[src/rtl/copro_pkg.sv]
package copro_pkg;

    typedef enum logic [2:0] {
        ST_IDLE  = 3'd0,
        ST_WAIT  = 3'd1,
        ST_SEND  = 3'd2,
        ST_XFER  = 3'd3,
        ST_FAULT = 3'd4
    } cp_state_e;

    localparam logic [1:0] KIND_NONE   = 2'b00;
    localparam logic [1:0] KIND_OPCODE = 2'b01;
    localparam logic [1:0] KIND_MEM2CP = 2'b10;
    localparam logic [1:0] KIND_CP2MEM = 2'b11;

    typedef struct packed {
        cp_state_e st;
        logic      ret_wait;  // return to waiting state after a transfer
        logic      fault;     // registered fault pulse
    } seq_regs_t;

endpackage

[src/rtl/copro_ctx_reg.sv]
module copro_ctx_reg #(
    parameter int AW  = 32,
    parameter int DW  = 32,
    parameter int OPW = 11
) (
    input  logic           clk,
    input  logic           rst_n,
    input  logic           cap_en,
    input  logic [OPW-1:0] cap_opcode,
    input  logic           cap_dir,
    input  logic [AW-1:0]  cap_addr,
    input  logic           commit_en,
    input  logic           step_en,
    output logic [OPW-1:0] pend_opcode,
    output logic           cur_dir,
    output logic [AW-1:0]  cur_addr
);

    localparam logic [AW-1:0] STEP = AW'(DW / 8);

    typedef struct packed {
        logic [OPW-1:0] pop;
        logic           pdir;
        logic [AW-1:0]  paddr;
        logic           cdir;
        logic [AW-1:0]  caddr;
    } ctx_t;

    ctx_t ctx_d, ctx_q;

    always_comb begin
        ctx_d = ctx_q;
        if (cap_en) begin
            ctx_d.pop   = cap_opcode;
            ctx_d.pdir  = cap_dir;
            ctx_d.paddr = cap_addr;
        end
        if (commit_en) begin
            ctx_d.cdir  = ctx_q.pdir;
            ctx_d.caddr = ctx_q.paddr;
        end else if (step_en) begin
            ctx_d.caddr = ctx_q.caddr + STEP;
        end
    end

    always_ff @(posedge clk or negedge rst_n) begin
        if (!rst_n) begin
            ctx_q <= '0;
        end else begin
            ctx_q <= ctx_d;
        end
    end

    assign pend_opcode = ctx_q.pop;
    assign cur_dir     = ctx_q.cdir;
    assign cur_addr    = ctx_q.caddr;

endmodule

[src/rtl/copro_seq.sv]
module copro_seq
    import copro_pkg::*;
(
    input  logic       clk,
    input  logic       rst_n,
    input  logic       issue_valid,
    input  logic       cp_busy_n,
    input  logic       cp_error_n,
    input  logic       cp_opreq,
    input  logic       fault_ack,
    input  logic       bus_done,
    input  logic       cur_dir,
    output logic       issue_ready,
    output logic       cap_en,
    output logic       commit_en,
    output logic       step_en,
    output logic       sel_opcode,
    output logic       bus_req,
    output logic [1:0] bus_kind,
    output logic       fault_pulse
);

    seq_regs_t seq_d, seq_q;

    always_comb begin
        seq_d       = seq_q;
        seq_d.fault = 1'b0;
        issue_ready = 1'b0;
        cap_en      = 1'b0;
        commit_en   = 1'b0;
        step_en     = 1'b0;
        sel_opcode  = 1'b0;
        bus_req     = 1'b0;
        bus_kind    = KIND_NONE;
        unique case (seq_q.st)
            ST_IDLE: begin
                issue_ready = !cp_opreq;
                if (cp_opreq) begin
                    seq_d.st       = ST_XFER;
                    seq_d.ret_wait = 1'b0;
                end else if (issue_valid) begin
                    cap_en   = 1'b1;
                    seq_d.st = ST_WAIT;
                end
            end
            ST_WAIT: begin
                if (cp_opreq) begin
                    seq_d.st       = ST_XFER;
                    seq_d.ret_wait = 1'b1;
                end else if (!cp_error_n) begin
                    seq_d.st    = ST_FAULT;
                    seq_d.fault = 1'b1;
                end else if (cp_busy_n) begin
                    seq_d.st = ST_SEND;
                end
            end
            ST_SEND: begin
                bus_req    = 1'b1;
                bus_kind   = KIND_OPCODE;
                sel_opcode = 1'b1;
                if (bus_done) begin
                    commit_en = 1'b1;
                    seq_d.st  = ST_IDLE;
                end
            end
            ST_XFER: begin
                bus_req  = 1'b1;
                bus_kind = cur_dir ? KIND_CP2MEM : KIND_MEM2CP;
                if (bus_done) begin
                    step_en  = 1'b1;
                    seq_d.st = seq_q.ret_wait ? ST_WAIT : ST_IDLE;
                end
            end
            ST_FAULT: begin
                if (fault_ack) begin
                    seq_d.st = ST_IDLE;
                end
            end
            default: begin
                seq_d.st = ST_IDLE;
            end
        endcase
    end

    always_ff @(posedge clk or negedge rst_n) begin
        if (!rst_n) begin
            seq_q <= '{st: ST_IDLE, ret_wait: 1'b0, fault: 1'b0};
        end else begin
            seq_q <= seq_d;
        end
    end

    assign fault_pulse = seq_q.fault;

endmodule

[src/rtl/copro_handshake.sv]
module copro_handshake #(
    parameter int              AW      = 32,
    parameter int              DW      = 32,
    parameter int              OPW     = 11,
    parameter logic [AW-1:0]   CP_PORT = AW'(32'h0000_00F8)
) (
    input  logic           clk,
    input  logic           rst_n,
    input  logic           issue_valid,
    input  logic [OPW-1:0] issue_opcode,
    input  logic           issue_dir,
    input  logic [AW-1:0]  issue_addr,
    output logic           issue_ready,
    input  logic           cp_busy_n,
    input  logic           cp_error_n,
    input  logic           cp_opreq,
    input  logic           fault_ack,
    output logic           fault_pulse,
    output logic           bus_req,
    output logic [1:0]     bus_kind,
    output logic [AW-1:0]  bus_addr,
    output logic [DW-1:0]  bus_wdata,
    input  logic           bus_done
);

    logic           cap_en;
    logic           commit_en;
    logic           step_en;
    logic           sel_opcode;
    logic           cur_dir;
    logic [AW-1:0]  cur_addr;
    logic [OPW-1:0] pend_opcode;

    copro_seq u_seq (
        .clk         (clk),
        .rst_n       (rst_n),
        .issue_valid (issue_valid),
        .cp_busy_n   (cp_busy_n),
        .cp_error_n  (cp_error_n),
        .cp_opreq    (cp_opreq),
        .fault_ack   (fault_ack),
        .bus_done    (bus_done),
        .cur_dir     (cur_dir),
        .issue_ready (issue_ready),
        .cap_en      (cap_en),
        .commit_en   (commit_en),
        .step_en     (step_en),
        .sel_opcode  (sel_opcode),
        .bus_req     (bus_req),
        .bus_kind    (bus_kind),
        .fault_pulse (fault_pulse)
    );

    copro_ctx_reg #(
        .AW  (AW),
        .DW  (DW),
        .OPW (OPW)
    ) u_ctx (
        .clk         (clk),
        .rst_n       (rst_n),
        .cap_en      (cap_en),
        .cap_opcode  (issue_opcode),
        .cap_dir     (issue_dir),
        .cap_addr    (issue_addr),
        .commit_en   (commit_en),
        .step_en     (step_en),
        .pend_opcode (pend_opcode),
        .cur_dir     (cur_dir),
        .cur_addr    (cur_addr)
    );

    always_comb begin
        if (sel_opcode) begin
            bus_addr  = CP_PORT;
            bus_wdata = DW'(pend_opcode);
        end else begin
            bus_addr  = cur_addr;
            bus_wdata = '0;
        end
    end

endmodule

[config.mk]
export PLATFORM = sky130hd
export DESIGN_NAME = copro_handshake
export DESIGN_NICKNAME = d
export VERILOG_FILES = /design/src/rtl/copro_pkg.sv /design/src/rtl/copro_ctx_reg.sv /design/src/rtl/copro_seq.sv /design/src/rtl/copro_handshake.sv
export SDC_FILE = /design/constraint.sdc
export NUM_CORES = 1
export LEC_CHECK = 0
export BUFFER_PORTS_ARGS = -buffer_cell sky130_fd_sc_hd__buf_2
export CORE_ASPECT_RATIO = 0.5
export CORE_UTILIZATION = 53
export DETAILED_ROUTE_END_ITERATION = 8
export PLACE_DENSITY = 0.81
export SLEW_MARGIN = 20
export SYNTH_ARGS = -nofsm -noshare
export SYNTH_HDL_FRONTEND = slang
export SYNTH_SLANG_ARGS = --single-unit
[constraint.sdc]
create_clock -name clk -period 2.6 [get_ports clk]
set_clock_uncertainty 0.1 [all_clocks]
set_input_delay 0.13 -clock clk [delete_from_list [all_inputs] [get_ports clk]]
set_output_delay 0.13 -clock clk [all_outputs]
set_load 0.02 [all_outputs]
==> impl_metrics.py, run 1 <==
metrics = {
    "status": {
        "status": "complete, no violations",
    },
    "clock_tree": {
        "cts_hold_buffers_added": 47,
        "clock-root-buffer": "clkbuf_16",
        "number_of_gates_resized_after_cts": 0,
        "cts.clk_slew.worst_paths_ns": 0.06,
        "tritoncts_sinks": 82,
        "cts_max_path_buffers": 2,
        "cts_setup_buffers": 0,
        "cts-buffers-inserted": 9,
        "h-tree-depth": 3,
        "cts_tree": "built",
        "worst_skew_pair.late_latency_ns": 0.35,
    },
    "critical_path": {
        "crit_type": "register to primary output",
        "crit_path_max_fanout": 27,
        "reg2reg_from": "u_seq.seq_q[4]$_DFFE_PN0P_",
        "cp.arrival_ns": 2.17,
        "worst_setup_path_end_kind": "primary output",
        "worst_ep_required_time_ns": 2.37,
        "r2r-end": "u_ctx.cur_addr[27]$_DFFE_PN0P_",
        "reg2reg_slack_ns": 0.37,
        "critPathLaunchType": "register",
        "r2r.worst_path.cells": 5,
    },
    "logic_synthesis": {
        "number_of_enable_type_register_cells_in_the_synthesized_netlist": 0,
        "yosys.area.top_type": "dfrtp_1",
        "ys_async_sr_fraction_pct": 100,
        "postSynthRegisterBits": 82,
        "ys.warnings.count": 0,
        "cells_after_synthesis": 444,
        "synth.top_cells.by_area": "dfrtp_1 46%, mux2_2 12%, a21oi_1 3.8%",
        "yosys.area.top_type_share_pct": 46.3,
        "netlist_area_um2": 4430,
        "syn-mean-instance-area_um2": 9.97,
        "synth_seq_area_share_pct": 46.3,
        "ys.flop_type": "dfrtp_1",
        "yosys.cell_types.count": 51,
    },
    "worst_hold_path": {
        "whs_endpoint": "u_seq.seq_q[2]$_DFFE_PN0P_",
        "hold_path.startpoint": "cp_opreq",
        "hold_depth": 3,
        "hold_class": "primary input to register",
    },
    "global_route": {
        "number_of_antenna_violations_at_the_first_check_in_global_routing": 0,
        "grt_util_all_layers_pct": 27.5,
        "grt_pass1_wl_um": 18400,
        "grt_remaining_overflow": 0,
        "maximum_number_of_pins_on_one_net_before_global_route_repair": 51,
        "grt_pass1_vias": 3661,
    },
    "cells_and_area": {
        "finish.instance_area_um2": 5720,
        "mostFrequentLayoutCells": "98 x buf_2, 82 x dfrtp_1, 47 x mux2_2, 47 x dlygate4sd3_1, 35 x nand2_1",
        "nNetsFinal": 637,
        "layout.core_utilization_pct": 71.0,
        "final_layout_size_suffix_gt1_share_pct": 32.1,
        "leading_cell_type_in_the_layout_fill_and_taps_excluded": "buf_2",
        "antenna_cells": 0,
        "syn_to_final_growth_pct": 29.2,
    },
    "placed_design": {
        "place.gp.congestion": 0.902,
        "dp_hpwl_um": 7250,
        "input_output_buffers": 99,
        "placement.cell_area_um2": 4970,
    },
    "sta": {
        "drv_slew": 0,
        "rsz_0062_raised_after_global_routing": "false",
        "achievable-frequency_ghz": 0.417,
        "maxSlewHeadroom_pct": 50.4,
        "worst-slew-pin-transition_ns": 0.741,
        "whs_ns": 0.0320,
        "report.final.hold_viol_count": 0,
        "finalSetupViolCount": 0,
        "period_share_pct": 92.2,
        "setup-tns-final_ns": 0,
        "fin_crit_ns": 2.40,
    },
    "power_and_ir_drop": {
        "power.static_leakage_uw": 0.00262,
        "vdd_ir_drop_max_v": 0.000583,
        "finalPower_uw": 6370,
        "power.density_nw_per_um2": 1110,
    },
    "floorplan": {
        "floorplan.initialDensity_pct": 55.0,
        "ios": 121,
        "fp.dieW_um": 131,
        "area_of_the_core_um2": 8060,
        "die_height_um": 66.6,
        "fp-row-count": 23,
        "die_outline_area_um2": 8750,
    },
    "detailed_routing": {
        "vias_per_cell": 5.60,
        "drt_first_pass_iters": 5,
        "detail-route-antenna-nets": 0,
        "drcViolationCount": 0,
        "wl_per_cell_um": 15.9,
        "wirelength_um": 11200,
        "detailedRoute.firstIterationViolations": 324,
        "num_vias": 3923,
    },
    "flow_run": {
        "cap_violations": 0,
    },
}
## layout make-up
type	count	area, um2
clock buffers	9	225
well taps	112	140
inverters	8	30.0
fillers	631	2340
multi-input cells	329	2170
flip-flops and latches	82	2050
repair buffers	154	1050
clock inverters	7	55.1
## routing by layer
metal | global-route usage, % | vias to the layer above | wire length (um)
li1 | - | 1838 | -
met1 | 36.0 | 1901 | 5080
met2 | 44.9 | 169 | 5210
met3 | 7.69 | 15 | 743
met4 | 8.14 | 0 | 127
met5 | 0 | - | 0
## synth_stat cells (all sizes together), types with 2 or more instances
cell / n
nand2b: 3
nor4: 6
nor2b: 24
o32ai: 2
a311oi: 2
nor2: 21
and2: 13
a211oi: 2
nand4: 8
mux2: 47
nand2: 38
nand4b: 2
a31oi: 2
inv: 8
and3: 7
and4: 5
buf: 36
nand3b: 2
mux2i: 7
o22ai: 19
nor3: 10
or4: 3
nand3: 14
o21ai: 18
a21o: 2
a21oi: 34
dfrtp: 82
clkbuf: 9
nor3b: 4
or2: 3
## through the flow
step | cells | setup WS (ns)
5_1_grt | 701 | 0.0706
3_5_place_dp | 638 | 0.413
3_3_place_gp | 638 | 0.436
2_1_floorplan | 464 | 0.567
6_report | 701 | 0.202
4_1_cts | 701 | 0.229
## critical path, stage by stage (launching register included)
cell	delay [ns]
dfrtp_1	0.63
buf_4	0.39
inv_1	0.20
nand2_1	0.12
buf_4	0.23
nand2_1	0.08
buf_2	0.16
## kinds of logic (layout without fill, tap and decap cells)
logic type	after synthesis	in the layout	share of synthesized area (%)
fa+ha+maj	1	1	0.283
buf+inv	53	178	6.64
compound gates	87	87	11.5
other cells	1	21	0.0847
flops	82	82	46.3
mux	54	54	13.5
simple gates	166	166	21.6
## worst max path at each step
| stage | cells past startpoint | from | endpoint |
|---|---|---|---|
| after detailed placement | 5 | u_seq.seq_q[4]$_DFFE_PN0P_ | u_ctx.cur_addr[27]$_DFFE_PN0P_ |
| after global routing | 6 | u_seq.seq_q[2]$_DFFE_PN0P_ | bus_addr[7] |
| after global placement | 5 | u_seq.seq_q[4]$_DFFE_PN0P_ | u_ctx.cur_addr[27]$_DFFE_PN0P_ |
| after CTS | 6 | u_seq.seq_q[2]$_DFFE_PN0P_ | bus_addr[7] |
| after floorplan | 5 | u_seq.seq_q[4]$_DFFE_PN0P_ | u_ctx.ctx_q[33]$_DFFE_PN0P_ |
| final | 6 | u_seq.seq_q[2]$_DFFE_PN0P_ | bus_addr[7] |
## report_power, final
part           internal (uW)  switching [uW]  total [uW]
logic                   1190            1540        2740
clock network            652             531        1180
registers               1870             581        2450
total                   3720            2650        6370
## state kept, by name, indices dropped and copies added (netlist names)
name and cells:
u_ctx.ctx_q 33, u_ctx.cur_dir 1, u_ctx.cur_addr 32, u_ctx.pend_opcode 11
u_seq.fault_pulse 1, u_seq.seq_q 4
No activity file was read; power rests on OpenSTA's default activity.
==> run 2, diff against run 1 <==
ABC_AREA = 1   (was not set)
CORE_UTILIZATION = 54   (was 53)
GPL_TIMING_DRIVEN = 0   (was not set)
==> impl_metrics.py, run 2 <==
metrics = {
    "placed_design": {
        "dp_hpwl_um": 9060,
        "place.gp.congestion": 0.914,
        "placement.cell_area_um2": 5600,
        "input_output_buffers": 99,
        "placed_cells": 888,
    },
    "logic_synthesis": {
        "yosys.area.top_type_share_pct": 42.3,
        "ys.warnings.count": 0,
        "synth_common_cells": "183 x nand2_1, 94 x nor2_1, 86 x inv_1",
        "synth_most_common_cell": "nand2_1",
        "netlist_area_um2": 4850,
        "yosys.area.top_type": "dfrtp_1",
        "syn-mean-instance-area_um2": 7.45,
        "cells_after_synthesis": 651,
        "postSynthRegisterBits": 82,
        "yosys.cell_types.count": 33,
        "ys.flop_type": "dfrtp_1",
        "ys_async_sr_fraction_pct": 100,
        "synth_seq_area_share_pct": 42.3,
        "number_of_enable_type_register_cells_in_the_synthesized_netlist": 0,
        "synth.top_cells.by_area": "dfrtp_1 42%, nand2_1 14%, nor2_1 7.3%",
    },
    "global_route": {
        "groute.layer.met3.usage_pct": 7.06,
        "groute.layer.met2.usage_pct": 46.9,
        "grt_pass1_vias": 4391,
        "globalRouteMet1Util_pct": 40.7,
        "number_of_antenna_violations_at_the_first_check_in_global_routing": 0,
        "grt_util_all_layers_pct": 29.6,
        "maximum_number_of_pins_on_one_net_before_global_route_repair": 59,
        "grt_remaining_overflow": 0,
        "grt_most_used_layer": "met2",
        "grt_pass1_wl_um": 21500,
    },
    "power_and_ir_drop": {
        "power.static_leakage_uw": 0.00356,
        "vdd_ir_drop_max_v": 0.000586,
        "power.density_nw_per_um2": 1090,
        "finalPower_uw": 6980,
    },
    "critical_path": {
        "critPathLaunch": "u_seq.seq_q[2]$_DFFE_PN0P_",
        "crit_path_max_fanout": 10,
        "worst_setup_path_end_kind": "primary output",
        "reg2reg_from": "u_ctx.cur_addr[2]$_DFFE_PN0P_",
        "worst_ep_required_time_ns": 2.37,
        "critPathLaunchType": "register",
        "crit_type": "register to primary output",
        "cp.arrival_ns": 2.00,
    },
    "sta": {
        "drv_slew": 0,
        "finalSetupViolCount": 0,
        "fin_crit_ns": 2.23,
        "rsz_0062_raised_after_global_routing": "false",
        "achievable-frequency_ghz": 0.448,
        "worst-slew-pin-transition_ns": 0.617,
        "setup-tns-final_ns": 0,
        "report.final.hold_viol_count": 0,
        "period_share_pct": 85.8,
        "maxSlewHeadroom_pct": 58.8,
    },
    "detailed_routing": {
        "drcViolationCount": 0,
        "detailedRoute.firstIterationViolations": 316,
        "wirelength_um": 13100,
        "drt_first_pass_iters": 6,
        "num_vias": 4812,
        "wl_per_cell_um": 13.8,
        "vias_per_cell": 5.05,
        "detail-route-antenna-nets": 0,
    },
    "floorplan": {
        "die_outline_area_um2": 9390,
        "floorplan.initialDensity_pct": 55.7,
        "fp.dieW_um": 136,
        "area_of_the_core_um2": 8710,
        "ios": 121,
        "fp-row-count": 24,
        "die_height_um": 69.0,
    },
    "clock_tree": {
        "worst_skew_pair.late_latency_ns": 0.35,
        "tritoncts_sinks": 82,
        "cts_tree": "built",
        "cts_max_path_buffers": 2,
        "cts_setup_buffers": 0,
        "h-tree-depth": 3,
        "clock-root-buffer": "clkbuf_16",
        "cts-buffers-inserted": 9,
        "cts.clk_slew.worst_paths_ns": 0.07,
    },
    "cells_and_area": {
        "max_reg_flops": 33,
        "final_layout_size_suffix_gt1_share_pct": 23.8,
        "fillerInstances": 670,
        "largest-register": "u_ctx.ctx_q",
        "layout.core_utilization_pct": 73.5,
        "mostFrequentLayoutCells": "183 x nand2_1, 108 x buf_2, 94 x nor2_1",
        "instances_no_fill": 952,
        "antenna_cells": 0,
        "leading_cell_type_in_the_layout_fill_and_taps_excluded": "nand2_1",
        "nNetsFinal": 883,
        "finish.instance_area_um2": 6400,
        "syn_to_final_growth_pct": 32.0,
    },
    "flow_run": {
        "cap_violations": 0,
    },
    "status": {
        "status": "complete, no violations",
    },
    "worst_hold_path": {
        "hold_path.startpoint": "cp_opreq",
        "hold_class": "primary input to register",
    },
}
[run 2: cells by family after synthesis]
| kind of cell | share of synthesized area [%] |
|---|---|
| other cells | 0.0773 |
| flops | 42.3 |
| compound gates | 8.23 |
| buf+inv | 12.6 |
| fa+ha+maj | 0.258 |
| xor+xnor | 0.181 |
| mux | 7.81 |
| simple gates | 28.5 |
[run 2: repair_timing]
action	CTS	global route
hold endpoints to repair	128	0
gates resized for setup	0	0
hold buffers	48	0
[run 2: layer usage]
metal  vias to the layer above  share of wire [%]
li1                       2346                  -
met1                      2226                 43
met2                       216                 46
met3                        24                8.8
met4                         0                1.7
met5                         -                  0
[run 2: area by class of cell]
type | instances | area [um2] | area share, %
timing repair buffer | 148 | 1010 | 15.7
inverter | 88 | 330 | 5.16
multi-input combinational | 459 | 2260 | 35.3
clock inverter | 7 | 98.8 | 1.54
buffer | 42 | 283 | 4.42
sequential | 82 | 2050 | 32.0
clock buffer | 9 | 225 | 3.52
tap | 117 | 146 | 2.29
[run 2: power by group]
group / total (uW) / internal, uW / switching (uW)
sequential: 2380 / 1870 / 510
clock: 1410 / 850 / 559
combinational: 3190 / 1260 / 1940
total: 6980 / 3970 / 3010
[run 2: final timing paths]
kind,end,slack (ns),cells past startpoint
worst min-delay path,u_seq.seq_q[1]$_DFFE_PN0P_,0.03,3
max in group asynchronous,u_ctx.cur_addr[4]$_DFFE_PN0P_,1.64,3
min in group asynchronous,u_ctx.ctx_q[59]$_DFFE_PN0P_,0.15,2
worst max register to register,u_ctx.cur_addr[26]$_DFFE_PN0P_,0.69,10
worst max-delay path,bus_addr[7],0.37,6
worst min register to register,u_ctx.cur_addr[1]$_DFFE_PN0P_,0.41,2
[run 2: through the flow]
stage / hold WS, ns / worst slack, ns
6_report: 0.0272 / 0.369
5_1_grt: 0.0469 / 0.214
4_1_cts: 0.0248 / 0.377
3_5_place_dp: -0.0280 / 0.762
3_3_place_gp: 0.261 / 0.648
2_1_floorplan: -0.266 / 0.978
[run 2: worst max-delay path, stage by stage (launching register included)]
cell      delay (ns)
dfrtp_1         0.41
inv_1           0.11
nand3_4         0.16
buf_2           0.24
clkbuf_1        0.42
nand2_1         0.13
buf_2           0.19
==> run 3, diff against run 2 <==
RECOVER_POWER = 50   (was not set)
clock period = 2.1 ns   (was 2.6 ns; I/O delays follow)
==> impl_metrics.py, run 3 (same netlist as run 2, synthesis figures left out) <==
metrics = {
    "cells_and_area": {
        "layout.area.seq_um2": 2050,
        "leading_cell_type_in_the_layout_fill_and_taps_excluded": "nand2_1",
        "final_layout_size_suffix_gt1_share_pct": 22.9,
        "multi_input_comb_area_um2": 2250,
        "antenna_cells": 0,
        "layout.core_utilization_pct": 73.3,
        "nNetsFinal": 882,
        "max_reg_flops": 33,
        "syn_to_final_growth_pct": 31.5,
        "fillerInstances": 679,
        "largest-register": "u_ctx.ctx_q",
        "mostFrequentLayoutCells": "184 x nand2_1, 102 x buf_2, 96 x nor2_1",
    },
    "global_route": {
        "grt_remaining_overflow": 0,
        "grt_pass1_wl_um": 21600,
        "number_of_antenna_violations_at_the_first_check_in_global_routing": 0,
        "maximum_number_of_pins_on_one_net_before_global_route_repair": 59,
        "grt_util_all_layers_pct": 29.7,
        "grt_pass1_vias": 4399,
    },
    "detailed_routing": {
        "drt_first_pass_iters": 5,
        "vias_per_cell": 5.06,
        "detailedRoute.firstIterationViolations": 329,
        "detail-route-antenna-nets": 0,
        "wirelength_um": 13100,
        "num_vias": 4809,
        "drcViolationCount": 0,
        "wl_per_cell_um": 13.8,
    },
    "worst_hold_path": {
        "hold_class": "primary input to register",
    },
    "power_and_ir_drop": {
        "vdd_ir_drop_max_v": 0.000794,
        "power.static_leakage_uw": 0.00354,
        "power.density_nw_per_um2": 1350,
    },
    "floorplan": {
        "fp.dieW_um": 136,
        "floorplan.initialDensity_pct": 55.7,
        "fp-row-count": 24,
        "area_of_the_core_um2": 8710,
        "die_height_um": 69.0,
        "ios": 121,
        "die_outline_area_um2": 9390,
    },
    "sta": {
        "setup-tns-final_ns": 0,
        "worst-slew-pin-transition_ns": 1.52,
        "drv_slew": 25,
        "achievable-frequency_ghz": 0.519,
        "report.final.hold_viol_count": 0,
        "rsz_0062_raised_after_global_routing": "false",
        "finalWorstSetupSlack_ns": 0.174,
        "period_share_pct": 91.7,
        "maxSlewHeadroom_pct": -1.51,
        "finalSetupViolCount": 0,
        "fin_crit_ns": 1.93,
    },
    "placed_design": {
        "preCtsSetupSlack_ns": 0.266,
        "place.gp.congestion": 0.914,
        "dp_hpwl_um": 9060,
        "input_output_buffers": 99,
    },
    "clock_tree": {
        "h-tree-depth": 3,
        "worst_skew_pair.late_latency_ns": 0.34,
        "tritoncts_sinks": 82,
        "cts_max_path_buffers": 2,
        "clock-root-buffer": "clkbuf_16",
        "cts.clk_slew.worst_paths_ns": 0.07,
        "cts-buffers-inserted": 9,
        "cts_tree": "built",
    },
    "critical_path": {
        "worst_setup_path_end_kind": "register",
        "worst_ep_required_time_ns": 2.22,
        "crit_type": "register to register",
        "crit_path_max_fanout": 7,
        "critPathLaunchType": "register",
        "cp.arrival_ns": 2.05,
    },
    "status": {
        "violations": "max-capacitance violations, max-slew violations",
        "status": "finished with violations",
    },
    "flow_run": {
        "cap_violations": 1,
    },
}
==> run 3: routing by layer <==
metal	share of wire, %	track usage (%)
met2	46	47.2
met3	7.8	7.06
met5	0	0
met4	1.7	7.53
met1	44	40.7
==> run 3: report_power, final <==
| part | leakage (uW) | total (uW) | internal, uW | switching (uW) |
|---|---|---|---|---|
| Combinational | 0.00240 | 3920 | 1540 | 2390 |
| Clock | 0.000157 | 1740 | 1050 | 690 |
| Sequential | 0.000986 | 2940 | 2310 | 633 |
==> run 3: repair_timing <==
action | CTS | global route
hold endpoints to repair | 129 | 0
resized for setup | 0 | 5
hold buffers | 49 | 0
endpoints found under the setup margin | 10 | 18
buffers inserted | 0 | 0
==> run 3: critical path, cell delays in order (launching register included) <==
cell and delay (ns):
dfrtp_1 0.38, ha_1 0.24, nand2_1 0.09, nor2_2 0.18
nand2_2 0.17, nor2_2 0.28, nand2_1 0.08, nand2_1 0.08
nand3_1 0.06, nand2_1 0.07, nand2_1 0.07
==> run 3: area by class of cell <==
type	instances	share of cell area, %
multi-input combinational	459	35.2
sequential	82	32.2
timing repair buffer	149	15.8
inverter	88	5.18
buffer	40	4.25
clock buffer	9	3.53
tap	117	2.29
clock inverter	7	1.55
==> run 3: metrics by stage <==
stage	instance area (um2)	power, uW	cells	hold WS (ns)
after detailed placement	5600	6780	888	-0.0530
final	6380	8610	951	0.0940
after global routing	6380	9230	951	0.117
after global placement	5570	6640	887	0.236
after CTS	6410	8600	952	0.0781
after floorplan	4930	5590	671	-0.291
==> run 3: final timing paths <==
path,from,endpoint,slack [ns],cells past startpoint
setup / recovery,u_ctx.cur_addr[3]$_DFFE_PN0P_,u_ctx.cur_addr[26]$_DFFE_PN0P_,0.17,10
hold / removal,bus_done,u_seq.seq_q[3]$_DFFE_PN0P_,0.09,3
setup reg to reg,u_ctx.cur_addr[3]$_DFFE_PN0P_,u_ctx.cur_addr[26]$_DFFE_PN0P_,0.17,10
hold reg to reg,u_ctx.cur_addr[1]$_DFFE_PN0P_,u_ctx.cur_addr[1]$_DFFE_PN0P_,0.40,2
max in group asynchronous,rst_n,u_ctx.ctx_q[39]$_DFFE_PN0P_,0.38,3
min in group asynchronous,rst_n,u_ctx.ctx_q[59]$_DFFE_PN0P_,0.57,2
